`src/rtl/extint_pkg.sv`:
```
package extint_pkg;

  typedef enum logic [1:0] {
    SENSE_LOW  = 2'b00,
    SENSE_ANY  = 2'b01,
    SENSE_FALL = 2'b10,
    SENSE_RISE = 2'b11
  } sense_e;

  // Edge event for one pin given its mode, current and previous synchronized level.
  function automatic logic edge_event(sense_e mode, logic cur, logic prev);
    case (mode)
      SENSE_ANY:  edge_event = cur ^ prev;
      SENSE_FALL: edge_event = prev & ~cur;
      SENSE_RISE: edge_event = cur & ~prev;
      default:    edge_event = 1'b0;
    endcase
  endfunction

endpackage

```
`src/rtl/extint_sync.sv`:
```
module extint_sync #(
  parameter int NUM_PINS = 3
) (
  input  logic                clk_i,
  input  logic                rst_ni,
  input  logic [NUM_PINS-1:0] pin_i,
  output logic [NUM_PINS-1:0] sync_o
);
  logic [NUM_PINS-1:0] stage1_q, stage2_q;

  // Idle level of the pins is high, so the stages reset high.
  always_ff @(posedge clk_i or negedge rst_ni) begin
    if (!rst_ni) begin
      stage1_q <= '1;
      stage2_q <= '1;
    end else begin
      stage1_q <= pin_i;
      stage2_q <= stage1_q;
    end
  end

  assign sync_o = stage2_q;
endmodule

```
`src/rtl/extint_sense.sv`:
```
module extint_sense
  import extint_pkg::*;
#(
  parameter int NUM_PINS = 3
) (
  input  logic                  clk_i,
  input  logic                  rst_ni,
  input  logic [NUM_PINS-1:0]   sync_i,
  input  logic [2*NUM_PINS-1:0] sense_i,
  output logic [NUM_PINS-1:0]   evt_o,
  output logic [NUM_PINS-1:0]   level_o
);
  logic [NUM_PINS-1:0] prev_q;

  always_ff @(posedge clk_i or negedge rst_ni) begin
    if (!rst_ni) prev_q <= '1;
    else         prev_q <= sync_i;
  end

  for (genvar k = 0; k < NUM_PINS; k++) begin : g_pin
    sense_e mode;
    assign mode       = sense_e'(sense_i[2*k +: 2]);
    assign evt_o[k]   = edge_event(mode, sync_i[k], prev_q[k]);
    assign level_o[k] = (mode == SENSE_LOW) & ~sync_i[k];
  end
endmodule

```
`src/rtl/extint_prio.sv`:
```
module extint_prio #(
  parameter int NUM_PINS = 3,
  parameter int IDW      = 2
) (
  input  logic [NUM_PINS-1:0] req_i,
  output logic                any_o,
  output logic [IDW-1:0]      id_o
);
  assign any_o = |req_i;

  // Scan from the top so the lowest index is written last and wins.
  always_comb begin
    id_o = '0;
    for (int i = NUM_PINS - 1; i >= 0; i--) begin
      if (req_i[i]) id_o = IDW'(i);
    end
  end
endmodule

```
`src/rtl/extint_unit.sv`:
```
module extint_unit
  import extint_pkg::*;
#(
  parameter int NUM_PINS = 3,
  localparam int IDW     = (NUM_PINS > 1) ? $clog2(NUM_PINS) : 1,
  localparam int DW      = 2 * NUM_PINS
) (
  input  logic                clk_i,
  input  logic                rst_ni,
  input  logic [NUM_PINS-1:0] pin_i,
  input  logic                wr_en_i,
  input  logic [1:0]          wr_addr_i,
  input  logic [DW-1:0]       wr_data_i,
  input  logic                ack_i,
  input  logic [IDW-1:0]      ack_id_i,
  output logic [NUM_PINS-1:0] flag_o,
  output logic [NUM_PINS-1:0] req_o,
  output logic                cpu_irq_o,
  output logic [IDW-1:0]      cpu_irq_id_o
);
  localparam logic [1:0] ADDR_SENSE = 2'd0;
  localparam logic [1:0] ADDR_EN    = 2'd1;
  localparam logic [1:0] ADDR_CLR   = 2'd2;
  localparam logic [1:0] ADDR_GIE   = 2'd3;

  logic [DW-1:0]       sense_q;
  logic [NUM_PINS-1:0] en_q, flag_q;
  logic                gie_q;

  // Named internal events, also observed by the checker.
  logic [NUM_PINS-1:0] sync_w, evt_w, level_w, clr_sw_w, clr_ack_w, pend_w;

  extint_sync #(.NUM_PINS(NUM_PINS)) u_sync (
    .clk_i (clk_i), .rst_ni(rst_ni), .pin_i(pin_i), .sync_o(sync_w)
  );

  extint_sense #(.NUM_PINS(NUM_PINS)) u_sense (
    .clk_i  (clk_i),
    .rst_ni (rst_ni),
    .sync_i (sync_w),
    .sense_i(sense_q),
    .evt_o  (evt_w),
    .level_o(level_w)
  );

  always_ff @(posedge clk_i or negedge rst_ni) begin
    if (!rst_ni) begin
      sense_q <= '0;
      en_q    <= '0;
      gie_q   <= 1'b0;
    end else if (wr_en_i) begin
      case (wr_addr_i)
        ADDR_SENSE: sense_q <= wr_data_i;
        ADDR_EN:    en_q    <= wr_data_i[NUM_PINS-1:0];
        ADDR_GIE:   gie_q   <= wr_data_i[0];
        default:    ;
      endcase
    end
  end

  assign clr_sw_w  = (wr_en_i && wr_addr_i == ADDR_CLR) ? wr_data_i[NUM_PINS-1:0] : '0;
  assign clr_ack_w = (ack_i && 32'(ack_id_i) < NUM_PINS)
                   ? (NUM_PINS'(1) << ack_id_i) : '0;

  // A fresh event outranks a clear arriving on the same edge.
  always_ff @(posedge clk_i or negedge rst_ni) begin
    if (!rst_ni) flag_q <= '0;
    else         flag_q <= (flag_q & ~(clr_sw_w | clr_ack_w)) | evt_w;
  end

  for (genvar k = 0; k < NUM_PINS; k++) begin : g_pend
    assign pend_w[k] = (sense_q[2*k +: 2] == SENSE_LOW) ? level_w[k] : flag_q[k];
  end

  assign req_o  = pend_w & en_q & {NUM_PINS{gie_q}};
  assign flag_o = flag_q;

  extint_prio #(.NUM_PINS(NUM_PINS), .IDW(IDW)) u_prio (
    .req_i(req_o), .any_o(cpu_irq_o), .id_o(cpu_irq_id_o)
  );
endmodule

```
`config.mk`:
```
export PLATFORM = sky130hd
export DESIGN_NAME = extint_unit
export DESIGN_NICKNAME = d
export VERILOG_FILES = /design/src/rtl/extint_pkg.sv /design/src/rtl/extint_sync.sv /design/src/rtl/extint_sense.sv /design/src/rtl/extint_prio.sv /design/src/rtl/extint_unit.sv
export SDC_FILE = /design/constraint.sdc
export NUM_CORES = 1
export LEC_CHECK = 0
export BUFFER_PORTS_ARGS = -buffer_cell sky130_fd_sc_hd__buf_4
export CAP_MARGIN = 20
export CORE_UTILIZATION = 55
export DETAILED_ROUTE_END_ITERATION = 7
export PLACE_DENSITY = 0.85
export SLEW_MARGIN = 5
export SYNTH_ARGS = -nofsm -noshare
export SYNTH_HDL_FRONTEND = slang
export SYNTH_SLANG_ARGS = --single-unit
```
`constraint.sdc`:
```
create_clock -name clk_i -period 3.5 [get_ports clk_i]
set_input_delay 0.525 -clock clk_i [delete_from_list [all_inputs] [get_ports clk_i]]
set_output_delay 0.525 -clock clk_i [all_outputs]
set_load 0.05 [all_outputs]
```
==> impl_results.md, run 1 <==
* CP Max Fanout at 4
* Die X at 45.72 um
* Min Tclk post-route at 2.232 ns
* Clk buf depth at 2
* Vias in the first global route at 685
* Area Overhead vs Synth at 25.83%
* Largest family of logic cells by synthesized area: simple AND/OR/NAND/NOR gates
* Required @ worst endpoint at 2.97 ns
* Critical Path End Type: primary output
* Top cell type's share of synthesized area at 0.3095
* Largest stage delay, worst path at 0.58 ns
* Mux cell area share after synthesis at 0.1393
* Dpl hpwl at 1512 um
* Slew HR at 0.7540
* Primary FF master, synth: dfrtp_1
* Synthesized area at 1051 um2
* Max Clock Skew at 0.008744 ns
* Share of cells above drive strength 1 at 0.4911
* Max IR drop VDD at 0.0004999 V
* Sequential fraction of the synthesis area at 0.5345
* TritonCTS buffer count at 3
* Placeable core area at 1764 um2
* Final period util at 0.6378
* TritonCTS clock tree: done
* Syn Nets at 106
* Total GRT Usage at 0.2136
* Combinational power share at 0.323
* RSZ-0062 raised after global routing: false
* WL/cell at 14.25 um
* YS warnings at 0
* Clock network fraction of total power at 0.245
* Setup ws final at 1.268 ns
* GRT overflow at 0
* Number of flops mapped to enable cells by yosys at 0
* Static Leak at 0.6184 nW
* Die footprint at 2090 um2
* H-Tree Depth at 1
* Clock slew at the register clock pins of the worst setup and hold paths at 0.12 ns
* # nets final at 136
* Synth area leaders: dfrtp_1, dfstp_2, mux2_2
* Via/cell ratio at 5.431
* Synth cell types at 25
* Fillers at 135
* Run status: complete, no violations
* Initial drt markers at 9
* #FFs+latches synth at 22
* Synth Area in XOR/XNOR at 0
* Buf/Inv on CP at 1
* Inserted Diodes at 0
* Overall routed net length at 1952 um
* Max Cap Viol at 0
* Postcts setup bufs at 0
* Sequential share of power at 0.432
* Worst path arrival time at 1.71 ns
* Resize count post-CTS at 0
* CP delay by family, top: flip-flops
* Int Power at 0.5094 mW
* Final-report hold violation count at 0
* Critical path type: reg -> out
* I/O Pins at 26
* Setup TNS at 0 ns
* FP Rows at 15
* Post-route ant nets at 0
* Skew-Pair Late Insertion Delay at 0.31 ns
* Max-slew violations at 0
* Largest net degree at the start of global routing at 23
* Clock Sink Count at 22
* PD cells at 588.5 nW/um2
* Cell Chain, Critical Path: nor3_1 -> o211ai_2 -> or3b_1 -> buf_4
* Buffers on Ports at 25
* Clock root buffer: clkbuf_4
* Die height at 45.72 um
* Fmax at 447.9 MHz
* Slowest CP cell: dfstp_2
* Async SR Flop Fraction at 1.000
* Setup violations, final at 0
* Placer Congestion at 0.6970
* Total iterations of the first detailed-routing run at 4
* Pre-CTS setup slack at 1.615 ns
* Initial Util at 0.5957
* Cells after Synth at 83
* Area share of fa/ha/maj cells after synthesis at 0.07143
* Worst Max-Slew Pin Slew at 0.3687 ns
* Crit start category: flip-flop
* Sw Share at 0.3455
* Hold WC Path Type: in -> async
* Cell taking the most area after synthesis: dfrtp_1
* Sw Pwr at 0.2689 mW
* Post-Synth Simple-Gate Area at 0.1464
* Avg Cell Area, Syn at 12.66 um2
* Initial antenna violation count at 0
* Global-route wire length before repair at 2987 um
* Post-synthesis compound-gate area fraction at 0.07976
* Via count at 744
* CTS Hold Bufs at 0
* Residual DRC at 0
==> worst reg2reg max path: cells and delay by family, from the launching register on <==
family                   cells  cell delay, ns
adder cells (fa/ha/maj)      1            0.18
AO/OA/AOI/OAI                1            0.20
multiplexers                 1            0.25
AND/OR/NAND/NOR              1            0.08
buffers and inverters        1            0.06
flip-flops                   1            0.59
==> layout make-up <==
class	instances	area, um2	share of cell area
clock inverter	1	30.03	0.02271
clock buffer	3	22.52	0.01703
tap	25	31.28	0.02365
timing repair buffer	25	187.7	0.1419
inverter	8	30.03	0.02271
multi-input combinational	53	459.2	0.3472
sequential	22	561.8	0.4248
==> layout by cell type (no fill, tap or decap) <==
cell / n
a21oi_1: 1
inv_1: 8
nand4b_1: 3
dfstp_2: 9
nor2_1: 2
ha_1: 6
nand2_1: 5
o21ai_0: 1
nor3b_1: 1
a22oi_1: 2
nand3b_1: 3
mux2_2: 13
a21oi_4: 1
bufinv_16: 1
dfrtp_1: 13
buf_4: 25
or3_1: 2
nor2b_1: 1
nor3_1: 2
or3b_1: 1
a21oi_2: 1
nor3b_4: 1
clkbuf_4: 3
o21ai_1: 1
nand3_1: 3
o311ai_0: 1
o211ai_2: 1
o21a_1: 1
==> worst paths after layout <==
check                                     end  slack [ns]  depth (start not counted)               start
max                                 cpu_irq_o        1.27                          4    u_sync.sync_o[2]
min                                sense_q[3]        0.08                          1              rst_ni
min in group clk_i         u_sync.stage1_q[1]        0.31                          1            pin_i[1]
min reg2reg                  u_sync.sync_o[0]        0.36                          0  u_sync.stage1_q[0]
max in group asynchronous   u_sense.prev_q[0]        3.14                          1              rst_ni
max reg2reg                         flag_o[1]        2.04                          5    u_sync.sync_o[1]
==> stage by stage <==
| step | utilization | std cells | area [um2] | hold WS, ns | power, mW |
|---|---|---|---|---|---|
| floorplan | - | 83 | 1051 | 0.2294 | 0.5043 |
| global placement | 0.7199 | 133 | 1270 | 0.3463 | 0.5849 |
| detailed placement | 0.7199 | 133 | 1270 | 0.3472 | 0.5925 |
| CTS | 0.7496 | 137 | 1323 | 0.07620 | 0.7821 |
| global route | 0.7496 | 137 | 1323 | 0.08197 | 0.8146 |
| finish | 0.7496 | 137 | 1323 | 0.07568 | 0.7783 |
==> routing by layer <==
metal  vias to the layer above  routed length, um  GRT usage
met5                         -                  0          0
met2                        22               1010     0.3714
met1                       366                847     0.2539
met4                         0                 32     0.1059
li1                        352                  -          -
met3                         4                 62    0.03571
==> Yosys cell counts (all sizes together) (3+ instances only) <==
cell and instances:
nand4b 3, nand2 5, ha 6, mux2 13
a21oi 3, dfrtp 13, nand3 3, inv 8
nand3b 3, dfstp 9
==> cell families after synthesis <==
| logic type | Yosys count |
|---|---|
| AOI/OAI and AO/OA | 10 |
| and+or+nand+nor | 24 |
| adders and majority gates | 6 |
| muxes | 13 |
| DFF | 22 |
| buffers and inverters | 8 |
==> power groups by stage <==
| stage | clock, mW | combinational, mW | sequential, mW |
|---|---|---|---|
| final | 0.191 | 0.251 | 0.336 |
| after global routing | 0.203 | 0.269 | 0.343 |
| after CTS | 0.193 | 0.253 | 0.336 |
| after detailed placement | 0 | 0.252 | 0.340 |
| after global placement | 0 | 0.247 | 0.337 |
| after floorplan | 0 | 0.135 | 0.369 |
==> state kept, by name, indices dropped and copies added, names as in the netlist <==
register,cells
u_sense.prev_q,3
gie_q,1
sense_q,6
flag_o,3
en_q,3
u_sync.sync_o,3
u_sync.stage1_q,3
Power figures use the tool's default switching activity.
==> run 2: changes to the inputs <==
--- a/config.mk
+++ b/config.mk
@@ -5,11 +5,12 @@
 export SDC_FILE = /design/constraint.sdc
 export NUM_CORES = 1
 export LEC_CHECK = 0
+export ABC_AREA = 1
 export BUFFER_PORTS_ARGS = -buffer_cell sky130_fd_sc_hd__buf_4
 export CAP_MARGIN = 20
-export CORE_UTILIZATION = 55
+export CORE_UTILIZATION = 51
 export DETAILED_ROUTE_END_ITERATION = 7
-export PLACE_DENSITY = 0.85
+export PLACE_DENSITY = 0.8
 export SLEW_MARGIN = 5
 export SYNTH_ARGS = -nofsm -noshare
 export SYNTH_HDL_FRONTEND = slang
==> constraint.sdc (replaced) <==
create_clock -name clk_i -period 2.1 [get_ports clk_i]
set_input_delay 0.315 -clock clk_i [delete_from_list [all_inputs] [get_ports clk_i]]
set_output_delay 0.315 -clock clk_i [all_outputs]
set_load 0.05 [all_outputs]
==> run 2 against run 1 <==
  * Register-to-register slack got worse by 1.3 ns
  * Highest routed layer unchanged
  * Sequential cell count unchanged
  * Sequential power increased by 59%
  * Global-route usage increased by 0.35 points
  * Clock skew decreased by 0.0084 ns
  * Non-clock buffer count increased by 1
  * Die area increased by 9.7%
  * Largest power group unchanged
  * Clock-buffer cell count increased by 1
  * Final area increased by 0.76%
  * Clock power increased by 26%
  * Area after synthesis increased by 2.1%
==> impl_results.md, run 2 <==
* Initial Util at 0.5472
* Final Power at 1.116 mW
* WL/cell at 12.16 um
* Async SR Flop Fraction at 1.000
* Biggest register: sense_q
* Largest register FFs at 6
* Placeable core area at 1962 um2
* Avg Cell Area, Syn at 9.255 um2
* YS warnings at 0
* Total iterations of the first detailed-routing run at 4
* Residual DRC at 0
* TritonCTS buffer count at 3
* Hold WC Path Type: in -> reg
* Dpl hpwl at 1620 um
* #FFs+latches synth at 22
* Resize count post-CTS at 0
* Sequential fraction of the synthesis area at 0.5233
* Cell taking the most area after synthesis: dfrtp_1
* R2r startpoint: u_sync.sync_o[2]
* Syn Nets at 139
* Hold slack final at 0.08753 ns
* CP Max Fanout at 4
* Max-slew violations at 0
* Met2 WL at 1033 um
* Share of cells above drive strength 1 at 0.3310
* Fillers at 166
* Initial drt markers at 17
* Most frequent cells in the layout: buf_4, inv_1, nand2_1
* Via count at 857
* Primary FF master, synth: dfrtp_1
* GRT overflow at 0
* Critical path type: reg -> out
* Fin area at 1333 um2
* Min Tclk post-route at 1.816 ns
* Final period util at 0.8646
* Crit path to: cpu_irq_id_o[1]
* WL met1 at 928 um
* Buffers on Ports at 25
* I/O Pins at 26
* Crit start category: flip-flop
* Static Leak at 0.7189 nW
* Synth area leaders: dfrtp_1, dfstp_2, inv_1
* Vias in the first global route at 769
* DR WL met3 at 79 um
* Setup violations, final at 0
* PD cells at 837.4 nW/um2
* # nets final at 169
* Postcts setup bufs at 0
* Area Overhead vs Synth at 24.13%
* Crit path launch: u_sync.sync_o[1]
* Cells after Synth at 116
* Run status: complete, no violations
* Max Cap Viol at 0
* Number of flops mapped to enable cells by yosys at 0
* R2R Path End: flag_o[2]
* Synthesized area at 1074 um2
* Worst path arrival time at 1.50 ns
* Overall routed net length at 2091 um
* Fmax at 550.8 MHz
* Inserted Diodes at 0
* Via/cell ratio at 4.983
* Clock Sink Count at 22
* Post-route ant nets at 0
* Top cell type's share of synthesized area at 0.3030
* Post-DP Area at 1286 um2
* Max Clock Skew at 0.0003379 ns
* Largest net degree at the start of global routing at 23
* Final-report hold violation count at 0
* Commonest non-fill, non-tap cell in the layout: buf_4
* Clock root buffer: clkbuf_4
* Slew HR at 0.7772
* Total GRT Usage at 0.2172
* Setup TNS at 0 ns
* Die X at 47.88 um
* Count leader, synth: inv_1
* FP Rows at 16
* Global-route wire length before repair at 3318 um
* Die footprint at 2292 um2
* Worst Reg-to-Reg Cells at 5
* Top Layer Used: met4
* Required @ worst endpoint at 1.78 ns
* RSZ-0062 raised after global routing: false
* TritonCTS clock tree: done
* Placer Congestion at 0.7275
* Clock slew at the register clock pins of the worst setup and hold paths at 0.12 ns
* Worst Max-Slew Pin Slew at 0.3338 ns
* H-Tree Depth at 1
* Synth cell types at 19
* Critical Path End Type: primary output
* Skew-Pair Late Insertion Delay at 0.32 ns
* Die height at 47.88 um
* Clk buf depth at 2
* Initial antenna violation count at 0
* Max IR drop VDD at 0.0006218 V
* Reg2Reg Setup Slack at 0.77 ns
* Synth top cells by count: inv_1, nand2_1, dfrtp_1, nand3_1
-- run 2: stage by stage --
stage / util / worst slack (ns) / cells
5_1_grt: 0.6792 / 0.2112 / 172
3_3_place_gp: 0.6556 / 0.6804 / 167
4_1_cts: 0.6792 / 0.2856 / 172
3_5_place_dp: 0.6556 / 0.6402 / 167
6_report: 0.6792 / 0.2844 / 172
2_1_floorplan: - / 0.1846 / 116
-- run 2: cell families (layout without fill, tap and decap cells) --
family,after synthesis,count (layout),share of synthesized area
adders and majority gates,6,6,0.06993
buffers and inverters,26,55,0.09790
and+or+nand+nor,43,43,0.1911
DFF,22,22,0.5233
AOI/OAI and AO/OA,19,19,0.1177
-- run 2: what timing repair did --
item / in CTS / in global routing
endpoints found under the hold margin: 13 / 0
hold buffers: 1 / 0
endpoints found under the setup margin: 0 / 0
-- run 2: where the power goes --
part / switching [mW] / internal (mW)
Clock: 0.134 / 0.106
Sequential: 0.0478 / 0.486
Combinational: 0.220 / 0.122
Total: 0.401 / 0.714
-- run 2: how the worst min path moves through the flow --
stage | from | end | slack [ns] | cells past startpoint
6_report | pin_i[0] | u_sync.stage1_q[0] | 0.09 | 1
3_3_place_gp | rst_ni | flag_o[1] | 0.21 | 1
5_1_grt | pin_i[2] | u_sync.stage1_q[2] | 0.07 | 1
4_1_cts | pin_i[2] | u_sync.stage1_q[2] | 0.09 | 1
3_5_place_dp | rst_ni | flag_o[0] | 0.22 | 1
2_1_floorplan | rst_ni | en_q[0] | 0.02 | 0
-- run 2: final cells by class --
cell class	count	area, um2	area share
inverter	25	93.84	0.07042
clock buffer	4	36.28	0.02723
tap	27	33.78	0.02535
multi-input combinational	68	409.1	0.3070
sequential	22	561.8	0.4216
timing repair buffer	26	197.7	0.1484
-- run 2: layer usage --
metal,track usage,up-vias
met5,0,-
met4,0.1167,0
met3,0.02264,5
met2,0.3649,22
met1,0.2740,402
li1,-,428
-- run 2: critical path, cell delays in order (launching register included) --
cell     delay [ns]
dfstp_2        0.58
nand3_1        0.08
nand3_1        0.16
nand2_1        0.07
nor2_1         0.09
buf_4          0.20
==> run 3: changes to the inputs <==
--- a/config.mk
+++ b/config.mk
@@ -10,6 +10,7 @@
 export CAP_MARGIN = 20
 export CORE_UTILIZATION = 51
 export DETAILED_ROUTE_END_ITERATION = 7
+export MAX_ROUTING_LAYER = met4
 export PLACE_DENSITY = 0.8
 export SLEW_MARGIN = 5
 export SYNTH_ARGS = -nofsm -noshare
==> run 3 against run 2 <==
  * Final area did not move
  * Clock power barely moved
  * Global-route usage rose by 0.54 points
  * Sequential power barely moved
  * Non-clock buffer count did not move
  * Sequential share of layout area did not move
  * Total power fell by 0.22%
  * First-iteration DRC count rose by 5.9%
  * Clock-buffer cell count did not move
  * Critical endpoint unchanged
  * Largest cell class unchanged
  * Highest routed layer unchanged
==> impl_results.md, run 3 (synthesis gave the netlist of run 2 again) <==
* Run status: complete, no violations
* Final period util at 0.8618
* Worst Max-Slew Pin Slew at 0.3332 ns
* Max Clock Skew at 0.003282 ns
* Buffers on Ports at 25
* Min Tclk post-route at 1.810 ns
* Largest register FFs at 6
* Clock network fraction of total power at 0.214
* Combinational power share at 0.307
* Static Leak at 0.7189 nW
* H-Tree Depth at 1
* Setup TNS at 0 ns
* Clk buf depth at 2
* Initial Util at 0.5472
* Inserted Diodes at 0
* Final core utilization at 0.6792
* Most frequent cells in the layout: buf_4, inv_1, nand2_1
* Total iterations of the first detailed-routing run at 4
* Via/cell ratio at 5.000
* Critical path type: reg -> out
* RSZ-0062 raised after global routing: false
* Skew-Pair Late Insertion Delay at 0.32 ns
* Post-route ant nets at 0
* Vias in the first global route at 775
* Max Cap Viol at 0
* Clock slew at the register clock pins of the worst setup and hold paths at 0.12 ns
* Initial antenna violation count at 0
* Initial drt markers at 18
* Clock Sink Count at 22
* Largest stage delay, worst path at 0.57 ns
* TritonCTS clock tree: done
* Die height at 47.88 um
* Slowest CP cell: dfstp_2
* Commonest non-fill, non-tap cell in the layout: buf_4
* Required @ worst endpoint at 1.78 ns
* Max-slew violations at 0
* Area Overhead vs Synth at 24.13%
* Die X at 47.88 um
* Dpl hpwl at 1620 um
* Worst path arrival time at 1.49 ns
* PD cells at 835.6 nW/um2
* Overall routed net length at 2082 um
* WL/cell at 12.10 um
* Hold slack final at 0.08968 ns
* Crit start category: flip-flop
* Final-report hold violation count at 0
* Sequential share of power at 0.480
* I/O Pins at 26
* Sw Pwr at 0.3990 mW
* Via count at 860
* Hold WC Path Type: in -> reg
* Setup violations, final at 0
* Critical Path End Type: primary output
* Most used cell, CP: nand3_1
* Slew HR at 0.7776
* Largest net degree at the start of global routing at 23
* Int Power at 0.7144 mW
* GRT overflow at 0
* Fmax at 552.6 MHz
* Max IR drop VDD at 0.0006173 V
* Share of cells above drive strength 1 at 0.3310
* Total GRT Usage at 0.2226
* Global-route wire length before repair at 3291 um
* Cell Chain, Critical Path: nand3_1 -> nand3_1 -> nand2_1 -> nor2_1 -> buf_4
* FP Rows at 16
* Sw Share at 0.3584
* CP Max Fanout at 4
* # nets final at 169
* Biggest register: sense_q
* Residual DRC at 0
* Clock root buffer: clkbuf_4
* Die footprint at 2292 um2
* Placer Congestion at 0.7362
* Placeable core area at 1962 um2
* TritonCTS buffer count at 3
* Reg2Reg Setup Slack at 0.77 ns
run 3: timing repair:
action / 4_1_cts / 5_1_grt
resized for setup: 0 / 0
buffers inserted: 0 / 0
hold buffers: 1 / 0
hold endpoints to repair: 13 / 0
run 3: worst paths after layout:
check | startpoint | end | cells after the start
worst max-delay path | u_sync.sync_o[1] | cpu_irq_id_o[1] | 5
max in group asynchronous | rst_ni | u_sync.stage1_q[0] | 2
worst min-delay path | pin_i[2] | u_sync.stage1_q[2] | 1
min in group asynchronous | rst_ni | sense_q[2] | 2
worst max register to register | u_sync.sync_o[2] | flag_o[2] | 5
worst min register to register | u_sync.stage1_q[0] | u_sync.sync_o[0] | 0
run 3: final cells by class:
cell class,count,area [um2]
fillers,166,629.4
flip-flops and latches,22,561.8
multi-input cells,68,409.1
repair buffers,26,197.7
inverters,25,93.84
clock buffers,4,36.28
well taps,27,33.78
run 3: layer usage:
metal	vias up	wire length, um	track usage
li1	429	-	-
met1	408	924	0.2716
met2	19	1045	0.3622
met3	4	66	0.02264
met4	0	45	0.1167
met5	-	0	-
run 3: power by group through the flow:
stage / Clock, mW / Sequential, mW / Combinational, mW
after floorplan: 0 / 0.587 / 0.177
after global placement: 0 / 0.538 / 0.333
after detailed placement: 0 / 0.542 / 0.342
after CTS: 0.240 / 0.534 / 0.345
after global routing: 0.256 / 0.542 / 0.375
final: 0.238 / 0.534 / 0.341
run 3: critical path: cells and delay by family (launching register included):
kind,cells,cell delay (ns)
AND/OR/NAND/NOR,4,0.40
flip-flops,1,0.57
buffers and inverters,1,0.20
run 3: per-stage QoR:
| step | cell area (um2) | worst slack [ns] | std cells | power, mW |
|---|---|---|---|---|
| after floorplan | 1076 | 0.1846 | 116 | 0.7639 |
| after global placement | 1286 | 0.6804 | 167 | 0.8712 |
| after detailed placement | 1286 | 0.6402 | 167 | 0.8843 |
| after CTS | 1333 | 0.2856 | 172 | 1.120 |
| after global routing | 1333 | 0.2112 | 172 | 1.174 |
| final | 1333 | 0.2902 | 172 | 1.113 |
